`config.mk`:
```
export PLATFORM = sky130hd
export DESIGN_NAME = bufdma_irq_ctrl
export DESIGN_NICKNAME = d
export VERILOG_FILES = /design/src/rtl/bdi_pkg.sv /design/src/rtl/bdi_ready_calc.sv /design/src/rtl/bdi_irq_regs.sv /design/src/rtl/bdi_dma_walker.sv /design/src/rtl/bufdma_irq_ctrl.sv
export SDC_FILE = /design/constraint.sdc
export NUM_CORES = 1
export LEC_CHECK = 0
export BUFFER_PORTS_ARGS = -buffer_cell sky130_fd_sc_hd__buf_2
export CORE_UTILIZATION = 57
export DETAILED_ROUTE_END_ITERATION = 10
export PLACE_DENSITY = 0.81
export SLEW_MARGIN = 5
export SYNTH_ARGS = -nofsm -noshare
export SYNTH_HDL_FRONTEND = slang
export SYNTH_SLANG_ARGS = --single-unit
```
`constraint.sdc`:
```
create_clock -name clk -period 3.6 [get_ports clk]
set_input_delay 0.72 -clock clk [delete_from_list [all_inputs] [get_ports clk]]
set_output_delay 0.72 -clock clk [all_outputs]
set_load 0.01 [all_outputs]
```
`src/rtl/bdi_pkg.sv`:
```
package bdi_pkg;

    // register select codes
    localparam logic [2:0] SEL_STAT_EN = 3'd0;
    localparam logic [2:0] SEL_SIG_EN  = 3'd1;
    localparam logic [2:0] SEL_STATUS  = 3'd2;
    localparam logic [2:0] SEL_ADDR_LO = 3'd3;
    localparam logic [2:0] SEL_ADDR_HI = 3'd4;
    localparam logic [2:0] SEL_BOUND   = 3'd5;

    // status bit positions
    localparam int B_WR_RDY  = 0;
    localparam int B_RD_RDY  = 1;
    localparam int B_XFER    = 2;
    localparam int B_MULTI   = 3;
    localparam int B_ERR     = 4;
    localparam int B_DMA     = 6;
    localparam int B_BUS     = 7;

    localparam logic [7:0] STAT_MASK  = 8'hDF;
    localparam logic [7:0] EVENT_MASK = 8'hDC;

    localparam logic [1:0] DMA_MODE_BUF = 2'd2;

    typedef enum logic [1:0] {
        DW_IDLE,
        DW_ACTIVE,
        DW_HALTED
    } dw_state_e;

endpackage

```
`src/rtl/bdi_ready_calc.sv`:
```
module bdi_ready_calc #(
    parameter int CNT_W = 16,
    parameter int PKT_W = 11
) (
    input  logic [CNT_W-1:0] buf_count,
    input  logic [CNT_W-1:0] buf_cap,
    input  logic [PKT_W-1:0] pkt_size,
    input  logic             short_op,
    input  logic [1:0]       ddr_mode,
    output logic             wr_rdy,
    output logic             rd_rdy
);
    localparam int CW = ((CNT_W > PKT_W) ? CNT_W : PKT_W) + 1;

    logic [PKT_W-1:0] eff_size;
    logic [CW-1:0]    eff_x;
    logic [CW-1:0]    cnt_x;
    logic [CW-1:0]    free_x;

    always_comb begin
        if (short_op && (ddr_mode != 2'd0))
            eff_size = pkt_size >> 1;
        else
            eff_size = pkt_size;
        eff_x = CW'(eff_size);
        cnt_x = CW'(buf_count);
        if (buf_count > buf_cap)
            free_x = '0;
        else
            free_x = CW'(buf_cap) - CW'(buf_count);
        wr_rdy = (free_x >= eff_x);
        rd_rdy = (cnt_x >= eff_x) && (eff_size != '0);
    end
endmodule

```
`src/rtl/bdi_irq_regs.sv`:
```
module bdi_irq_regs
    import bdi_pkg::*;
(
    input  logic       clk,
    input  logic       rst_n,
    input  logic       wr_en,
    input  logic [2:0] wr_sel,
    input  logic [7:0] wr_byte,
    input  logic [7:0] events,
    input  logic       wr_rdy,
    input  logic       rd_rdy,
    output logic [7:0] status_q,
    output logic       irq
);
    logic [7:0] stat_en_q;
    logic [7:0] sig_en_q;
    logic [7:0] clr_mask;
    logic [7:0] set_mask;
    logic [7:0] stat_next;

    always_comb begin
        clr_mask = (wr_en && wr_sel == SEL_STATUS) ? (wr_byte & EVENT_MASK) : 8'h00;
        set_mask = events & stat_en_q & EVENT_MASK;
        stat_next = ((status_q & ~clr_mask) | set_mask) & EVENT_MASK;
        stat_next[B_WR_RDY] = wr_rdy & stat_en_q[B_WR_RDY];
        stat_next[B_RD_RDY] = rd_rdy & stat_en_q[B_RD_RDY];
    end

    always_ff @(posedge clk or negedge rst_n) begin
        if (!rst_n) begin
            stat_en_q <= '0;
            sig_en_q  <= '0;
            status_q  <= '0;
        end else begin
            status_q <= stat_next;
            if (wr_en && wr_sel == SEL_STAT_EN)
                stat_en_q <= wr_byte & STAT_MASK;
            if (wr_en && wr_sel == SEL_SIG_EN)
                sig_en_q <= wr_byte & STAT_MASK;
        end
    end

    assign irq = |(sig_en_q & status_q);
endmodule

```
`src/rtl/bdi_dma_walker.sv`:
```
module bdi_dma_walker
    import bdi_pkg::*;
#(
    parameter int CNT_W      = 16,
    parameter int REG_W      = 32,
    parameter int BASE_SHIFT = 12
) (
    input  logic               clk,
    input  logic               rst_n,
    input  logic [1:0]         dma_mode,
    input  logic               dir_read,
    input  logic [CNT_W-1:0]   buf_count,
    input  logic [CNT_W-1:0]   buf_cap,
    input  logic               xfer_strobe,
    input  logic               wr_en,
    input  logic [2:0]         wr_sel,
    input  logic [REG_W-1:0]   wr_data,
    output logic [2*REG_W-1:0] dma_addr,
    output logic               blocked,
    output logic               go,
    output logic               hit
);
    localparam int ADDR_W = 2 * REG_W;

    dw_state_e        state_q, state_d;
    logic [REG_W-1:0] lo_q, hi_q;
    logic [3:0]       bound_q;
    logic [7:0]       span;
    logic [ADDR_W-1:0] span_mask;
    logic             buf_ok;
    logic             take;
    logic             wr_lo, wr_hi;

    assign wr_lo = wr_en && (wr_sel == SEL_ADDR_LO);
    assign wr_hi = wr_en && (wr_sel == SEL_ADDR_HI);

    // output process
    always_comb begin
        buf_ok    = dir_read ? (buf_count != '0) : (buf_count < buf_cap);
        go        = 1'b0;
        blocked   = 1'b0;
        unique case (state_q)
            DW_IDLE:   go = 1'b0;
            DW_ACTIVE: go = (dma_mode == DMA_MODE_BUF) && buf_ok;
            DW_HALTED: blocked = 1'b1;
            default:   go = 1'b0;
        endcase
        take      = go && xfer_strobe && !wr_lo && !wr_hi;
        span      = 8'(bound_q[2:0]) + 8'(BASE_SHIFT);
        span_mask = ~({ADDR_W{1'b1}} << span);
        hit       = take && bound_q[3] && ((dma_addr & span_mask) == span_mask);
    end

    // next-state logic
    always_comb begin
        state_d = state_q;
        unique case (state_q)
            DW_IDLE:
                if (dma_mode == DMA_MODE_BUF) state_d = DW_ACTIVE;
            DW_ACTIVE:
                if (hit) state_d = DW_HALTED;
                else if (dma_mode != DMA_MODE_BUF) state_d = DW_IDLE;
            DW_HALTED:
                if (wr_lo)
                    state_d = (dma_mode == DMA_MODE_BUF) ? DW_ACTIVE : DW_IDLE;
            default: state_d = DW_IDLE;
        endcase
    end

    // state register
    always_ff @(posedge clk or negedge rst_n) begin
        if (!rst_n) state_q <= DW_IDLE;
        else        state_q <= state_d;
    end

    always_ff @(posedge clk or negedge rst_n) begin
        if (!rst_n) begin
            lo_q     <= '0;
            hi_q     <= '0;
            bound_q  <= '0;
            dma_addr <= '0;
        end else begin
            if (wr_en && wr_sel == SEL_BOUND)
                bound_q <= wr_data[3:0];
            if (wr_lo) begin
                lo_q     <= wr_data;
                dma_addr <= {hi_q, wr_data};
            end else if (wr_hi) begin
                hi_q     <= wr_data;
                dma_addr <= {wr_data, lo_q};
            end else if (take) begin
                dma_addr <= dma_addr + 1'b1;
            end
        end
    end
endmodule

```
`src/rtl/bufdma_irq_ctrl.sv`:
```
module bufdma_irq_ctrl
    import bdi_pkg::*;
#(
    parameter int CNT_W      = 16,
    parameter int PKT_W      = 11,
    parameter int REG_W      = 32,
    parameter int BASE_SHIFT = 12
) (
    input  logic               clk,
    input  logic               rst_n,
    input  logic               wr_en,
    input  logic [2:0]         wr_sel,
    input  logic [REG_W-1:0]   wr_data,
    input  logic               evt_xfer_done,
    input  logic               evt_multi_err,
    input  logic               evt_err,
    input  logic               evt_bus_err,
    input  logic [CNT_W-1:0]   buf_count,
    input  logic [CNT_W-1:0]   buf_cap,
    input  logic [PKT_W-1:0]   pkt_size,
    input  logic               short_op,
    input  logic [1:0]         ddr_mode,
    input  logic [1:0]         dma_mode,
    input  logic               dir_read,
    input  logic               xfer_strobe,
    output logic               irq,
    output logic [REG_W-1:0]   status_rd,
    output logic [2*REG_W-1:0] dma_addr,
    output logic               dma_blocked,
    output logic               dma_go
);
    logic       wr_rdy, rd_rdy;
    logic       dma_hit;
    logic [7:0] events;
    logic [7:0] status_q;

    always_comb begin
        events          = '0;
        events[B_XFER]  = evt_xfer_done;
        events[B_MULTI] = evt_multi_err;
        events[B_ERR]   = evt_err;
        events[B_DMA]   = dma_hit;
        events[B_BUS]   = evt_bus_err;
    end

    bdi_ready_calc #(.CNT_W(CNT_W), .PKT_W(PKT_W)) u_ready (
        .buf_count (buf_count),
        .buf_cap   (buf_cap),
        .pkt_size  (pkt_size),
        .short_op  (short_op),
        .ddr_mode  (ddr_mode),
        .wr_rdy    (wr_rdy),
        .rd_rdy    (rd_rdy)
    );

    bdi_irq_regs u_irq (
        .clk      (clk),
        .rst_n    (rst_n),
        .wr_en    (wr_en),
        .wr_sel   (wr_sel),
        .wr_byte  (wr_data[7:0]),
        .events   (events),
        .wr_rdy   (wr_rdy),
        .rd_rdy   (rd_rdy),
        .status_q (status_q),
        .irq      (irq)
    );

    bdi_dma_walker #(.CNT_W(CNT_W), .REG_W(REG_W), .BASE_SHIFT(BASE_SHIFT)) u_walk (
        .clk         (clk),
        .rst_n       (rst_n),
        .dma_mode    (dma_mode),
        .dir_read    (dir_read),
        .buf_count   (buf_count),
        .buf_cap     (buf_cap),
        .xfer_strobe (xfer_strobe),
        .wr_en       (wr_en),
        .wr_sel      (wr_sel),
        .wr_data     (wr_data),
        .dma_addr    (dma_addr),
        .blocked     (dma_blocked),
        .go          (dma_go),
        .hit         (dma_hit)
    );

    assign status_rd = {{(REG_W-8){1'b0}}, status_q};
endmodule

```
==> flow_summary.yaml, run 1 <==
clock_network:
  clk_pin_slew_ns: 0.06
  cts_root_buf: "clkbuf_16"
  htreeDepth: 4
  cts_made_buffers: 17
  cts_buffer_depth: 2
  cts_tree: "yes"
  clock_sinks: 155
  clock_latency_ns: 0.44
  cts_setup_buffers: 0
timing:
  setup_viol: 0
  tightest_slew_ns: 0.869
  slew_headroom: 0.416
  fin_crit_ns: 3.38
  hold_violations: 0
  max_freq_mhz: 296
  holdWs_ns: 0.316
  skew_ns: 0.0130
  finalMaxSlewViolations: 0
  setup_ws_ns: 0.224
  min_period_over_period: 0.938
synth:
  yosys_warnings: 0
  synth_fa_ha_area_frac: 0.0499
  synth_flop_cell: "dfrtp_1"
  syn-mean-instance-area_um2: 8.26
  synth_top_family_by_area: "simple AND/OR/NAND/NOR gates"
  syn_inst: 1263
  ys_seq_area_frac: 0.372
  synth_top_area_cell: "dfrtp_1"
  synth-edff-count: 0
  ys_seq_elements: 155
  synth_mux_area_frac: 0.0374
  synth_compound_area_frac: 0.199
  synth_xor_area_frac: 0.0311
  synth_simple_gate_area_frac: 0.244
  syn_area_um2: 10400
  synth_cell_types: 87
  synth_top_area_frac: 0.372
  netlist_top_cells_area: "dfrtp_1 (37%), nand2_1 (9.6%), ha_1 (4.8%)"
  synthArstFlopShare: 1.00
final_layout:
  num_antenna_cells: 0
  drive_above_1_share: 0.216
  final_cell_mix: "nand2_1 (266), buf_2 (164), dfrtp_1 (155), nor2_1 (79), buf_4 (61)"
  final_nets: 1570
  area_growth_pct: 18.3
  mostFrequentLayoutCell: "nand2_1"
power:
  vdd_drop_max_v: 0.000454
  pwr_density_cell_nw_per_um2: 495
  p_leak_nw: 5.83
routing:
  drt_iter0_markers: 1026
  drc: 0
  vias: 10600
  drt_first_pass_iters: 7
  finalWirelength_um: 31800
  wire_per_inst_um: 18.9
  postRouteAntennaNets: 0
  avgViaCountPerCell: 6.32
critical_path:
  worstSetupEndpointType: "output pin"
  path_common_cell: "buf_2"
  cp_max_fo: 6
  worst_path_largest_cell_delay_ns: 0.40
  crit_type: "input port to output pin"
  cp.required_ns: 2.88
  cp_num_buf_inv: 4
  crit_family: "compound AO/OA/AOI/OAI gates"
  cp.arrival_ns: 2.66
  cp_cell_sequence: "buf_2 > inv_1 > ha_1 > a21o_1 > a221o_1 > a211oi_2 > a21bo_2 > buf_4 > o21a_1 > buf_2"
  setup.worst_path.start_class: "input port"
  slowest_stage: "a221o_1"
  reg2reg_slack_ns: 0.58
die:
  start_util: 0.580
  die_h_um: 137
  rows: 49
  die_w_um: 137
  ios: 191
  die-area_um2: 18800
  core_region_area_um2: 18000
run_status:
  status: "finished clean"
global_route:
  grt-ovfl-total: 0
  grt_pass1_vias: 9746
  grt_pass1_wl_um: 49900
  grtUsageTotal: 0.342
  antenna_found_initial: 0
  grt_max_degree: 100
worst_hold_path:
  hold_path.class: "input port to asynchronous set/reset pin"
placed_design:
  dp_slack_ns: -0.272
  portBuffers: 165
  hpwl_um: 21700
  place_congestion: 0.960
job:
  maxCapViolCount: 0
[cell families after synthesis]
logic type,count (synthesis)
AND/OR/NAND/NOR,554
multiplexers,36
buffers and inverters,138
AO/OA/AOI/OAI,301
flip-flops,155
adder cells (fa/ha/maj),41
XOR/XNOR,37
other,1
[final cells by class]
cell class	instances	area, um2
inverters	33	124
flip-flops and latches	155	3880
clock inverters	9	113
well taps	229	287
multi-input cells	994	5970
fillers	1461	5630
clock buffers	23	468
repair buffers	236	1490
[cells in the mapped netlist, drive strengths merged (15+ instances only)]
| cell type | number |
|---|---|
| a211oi | 16 |
| a21oi | 54 |
| a31oi | 23 |
| and3 | 16 |
| buf | 42 |
| clkbuf | 63 |
| dfrtp | 155 |
| ha | 40 |
| inv | 33 |
| mux2 | 24 |
| nand2 | 266 |
| nand3 | 54 |
| nand4 | 28 |
| nor2 | 81 |
| nor3 | 36 |
| nor4 | 21 |
| o211ai | 23 |
| o21ai | 60 |
| xnor2 | 15 |
| xor2 | 22 |
[worst paths after layout]
kind	start	to	cells past startpoint
hold / removal	rst_n	u_walk.lo_q[25]	1
max in group asynchronous	rst_n	u_walk.hi_q[11]	2
setup reg to reg	u_walk.dma_addr[8]	u_walk.dma_addr[38]	8
min in group clk	u_walk.lo_q[3]	u_walk.lo_q[3]	2
hold reg to reg	u_walk.lo_q[3]	u_walk.lo_q[3]	2
setup / recovery	buf_count[14]	dma_go	10
[registers in the layout (all words and copies together) (netlist names)]
register         count
u_walk.lo_q         32
u_irq.sig_en_q       7
u_irq.stat_en_q      7
u_walk.state_q       2
u_irq.status_q       7
u_walk.hi_q         32
u_walk.dma_addr     64
u_walk.bound_q       4
[through the flow]
stage | instances | util | power [mW] | TNS [ns] | cell area, um2
finish | 1679 | 0.687 | 6.11 | 0 | 12300
global route | 1679 | 0.687 | 6.43 | -0.00339 | 12300
CTS | 1679 | 0.686 | 6.09 | 0 | 12300
detailed placement | 1647 | 0.653 | 4.28 | -0.272 | 11700
global placement | 1647 | 0.653 | 4.22 | -0.191 | 11700
floorplan | 1287 | - | 3.56 | 0 | 10500
[per-layer routing]
layer | vias to the layer above | GRT usage | share of wire
met1 | 5070 | 0.437 | 0.40
li1 | 4876 | - | -
met2 | 587 | 0.555 | 0.47
met5 | - | 0 | 0
met3 | 78 | 0.0666 | 0.086
met4 | 0 | 0.166 | 0.038
[power breakdown]
| part | switching [mW] | internal [mW] |
|---|---|---|
| clock | 0.745 | 1.06 |
| combinational | 0.911 | 0.790 |
| sequential | 0.477 | 2.13 |
| total | 2.13 | 3.98 |
[what timing repair did]
item | 4_1_cts | 5_1_grt
endpoints found under the hold margin | 0 | 0
hold buffers | 0 | 0
endpoints found under the setup margin | 0 | 1
gates resized for setup | 0 | 5
Note: power is estimated with default switching activity, not from simulation.
==> run 2: changes to the inputs <==
Settings changed: CTS_CLUSTER_DIAMETER set to 120, RECOVER_POWER set to 25.
==> run 2 against run 1 <==
Compared with the run above:
- the run now ends with capacitance limit, slew limit left
- worst setup slack unchanged
- clock skew about the same
- routed wire length is 0.19% higher
- core utilization hardly changed
- flip-flop and latch count unchanged
- first-iteration DRC count is the same
- clock power about the same
- sequential power barely moved
- combinational power is essentially flat
- sequential share of layout area is essentially flat
- worst hold slack improved by 0.16 ns
- clock-buffer cell count unchanged
- critical endpoint unchanged
- largest power group unchanged
==> flow_summary.yaml, run 2 (synthesized netlist as in run 1, its figures left out) <==
routing:
  postRouteAntennaNets: 0
  vias: 10600
  finalWirelength_um: 31900
  avgViaCountPerCell: 6.33
  drt_iter0_markers: 1026
  wire_per_inst_um: 19.0
  drc: 0
  drt_first_pass_iters: 6
global_route:
  grt_pass1_wl_um: 49900
  antenna_found_initial: 0
  grt_max_degree: 100
  grt-ovfl-total: 0
  grt_pass1_vias: 9746
  grtUsageTotal: 0.342
die:
  start_util: 0.580
  ios: 191
  die_h_um: 137
  die_w_um: 137
  die-area_um2: 18800
  core_region_area_um2: 18000
  rows: 49
final_layout:
  utilization: 0.686
  nFillCells: 1463
  area_growth_pct: 18.2
  mostFrequentLayoutCell: "nand2_1"
  multi_input_area_um2: 5970
  largest_register: "u_walk.dma_addr"
  final_cell_mix: "nand2_1 (266), buf_2 (164), dfrtp_1 (155), nor2_1 (79), buf_4 (61)"
  largest_reg_flops: 64
  stdcell_count: 1679
  regArea_um2: 3880
  final_nets: 1570
  top_regs: "u_walk.dma_addr x64, u_walk.hi_q x32, u_walk.lo_q x32"
  drive_above_1_share: 0.216
  num_antenna_cells: 0
clock_network:
  clock_latency_ns: 0.44
  clock_sinks: 155
  cts_made_buffers: 17
  clk_pin_slew_ns: 0.05
  htreeDepth: 4
  cts_tree: "yes"
  cts_hold_buffers: 0
  cts_root_buf: "clkbuf_16"
  cts_buffer_depth: 2
timing:
  setup_viol: 0
  max_freq_mhz: 296
  min_period_over_period: 0.938
  skew_ns: 0.0129
  hold_violations: 0
  slew_headroom: -0.294
  tightest_slew_ns: 1.94
  finalMaxSlewViolations: 72
  fin_crit_ns: 3.38
critical_path:
  setup.worst_path.start_class: "input port"
  cp_max_fo: 6
  reg2reg_from: "u_walk.dma_addr[8]"
  reg2reg_slack_ns: 0.56
  crit_type: "input port to output pin"
  worstSetupEndpointType: "output pin"
  cp.arrival_ns: 2.66
  reg2reg_depth: 8
  cp.required_ns: 2.88
  r2r-end: "u_walk.dma_addr[38]"
power:
  vdd_drop_max_v: 0.000452
  p_leak_nw: 5.83
  pwr_density_cell_nw_per_um2: 496
worst_hold_path:
  hold_path.class: "register to register"
  min_to: "u_walk.lo_q[3]"
  holdPathStages: 2
  worstHoldStart: "u_walk.lo_q[3]"
job:
  maxCapViolCount: 1
run_status:
  status: "finished, violations left"
  failed_checks: "capacitance limit, slew limit"
placed_design:
  place_congestion: 0.960
  dp.cells: 1647
  hpwl_um: 21700
  portBuffers: 165
==> run 2: worst max path at each step <==
stage | depth (start not counted) | startpoint | slack (ns) | end
detailed placement | 16 | buf_count[14] | -0.27 | u_irq.status_q[0]
CTS | 10 | buf_count[14] | 0.17 | dma_go
floorplan | 13 | buf_count[14] | 0.05 | u_irq.status_q[0]
global placement | 16 | buf_count[14] | -0.19 | u_irq.status_q[0]
finish | 10 | buf_count[14] | 0.22 | dma_go
global route | 17 | buf_cap[0] | -0.003 | u_irq.status_q[0]
==> run 2: what timing repair did <==
action | 4_1_cts | 5_1_grt
endpoints found under the hold margin | 0 | 0
resized for setup | 0 | 5
endpoints found under the setup margin | 0 | 1
setup buffers | 0 | 0
==> run 2: cell type report <==
class / count / area share
tap: 229 / 0.0232
timing repair buffer: 236 / 0.120
clock buffer: 23 / 0.0380
sequential: 155 / 0.315
inverter: 33 / 0.0100
multi-input combinational: 994 / 0.485
clock inverter: 9 / 0.00913
==> run 2: worst max-delay path, stage by stage <==
cell      delay [ns]
buf_2           0.08
inv_1           0.03
ha_1            0.31
a21o_1          0.19
a221o_1         0.40
a211oi_2        0.19
a21bo_2         0.25
buf_4           0.15
o21a_1          0.18
buf_2           0.14
==> run 2: through the flow <==
stage	area (um2)	total power [mW]	setup TNS [ns]	setup WS (ns)	hold WS, ns
detailed placement	11700	4.28	-0.272	-0.272	0.458
global placement	11700	4.22	-0.191	-0.191	0.453
CTS	12300	6.09	0	0.174	0.332
finish	12300	6.11	0	0.224	0.476
global route	12300	6.43	-0.00339	-0.00339	0.497
floorplan	10500	3.56	0	0.0475	0.424
==> run 2: routing by layer <==
metal	up-vias	part of all wire	global-route usage
met2	585	0.47	0.555
met3	85	0.085	0.0666
met4	0	0.038	0.166
met5	-	0	0
li1	4877	-	-
met1	5082	0.40	0.437
==> run 2: report_power, final <==
part	switching (mW)	leakage, nW	internal, mW
Combinational	0.911	3.64	0.790
Sequential	0.480	1.92	2.13
Clock	0.743	0.270	1.06
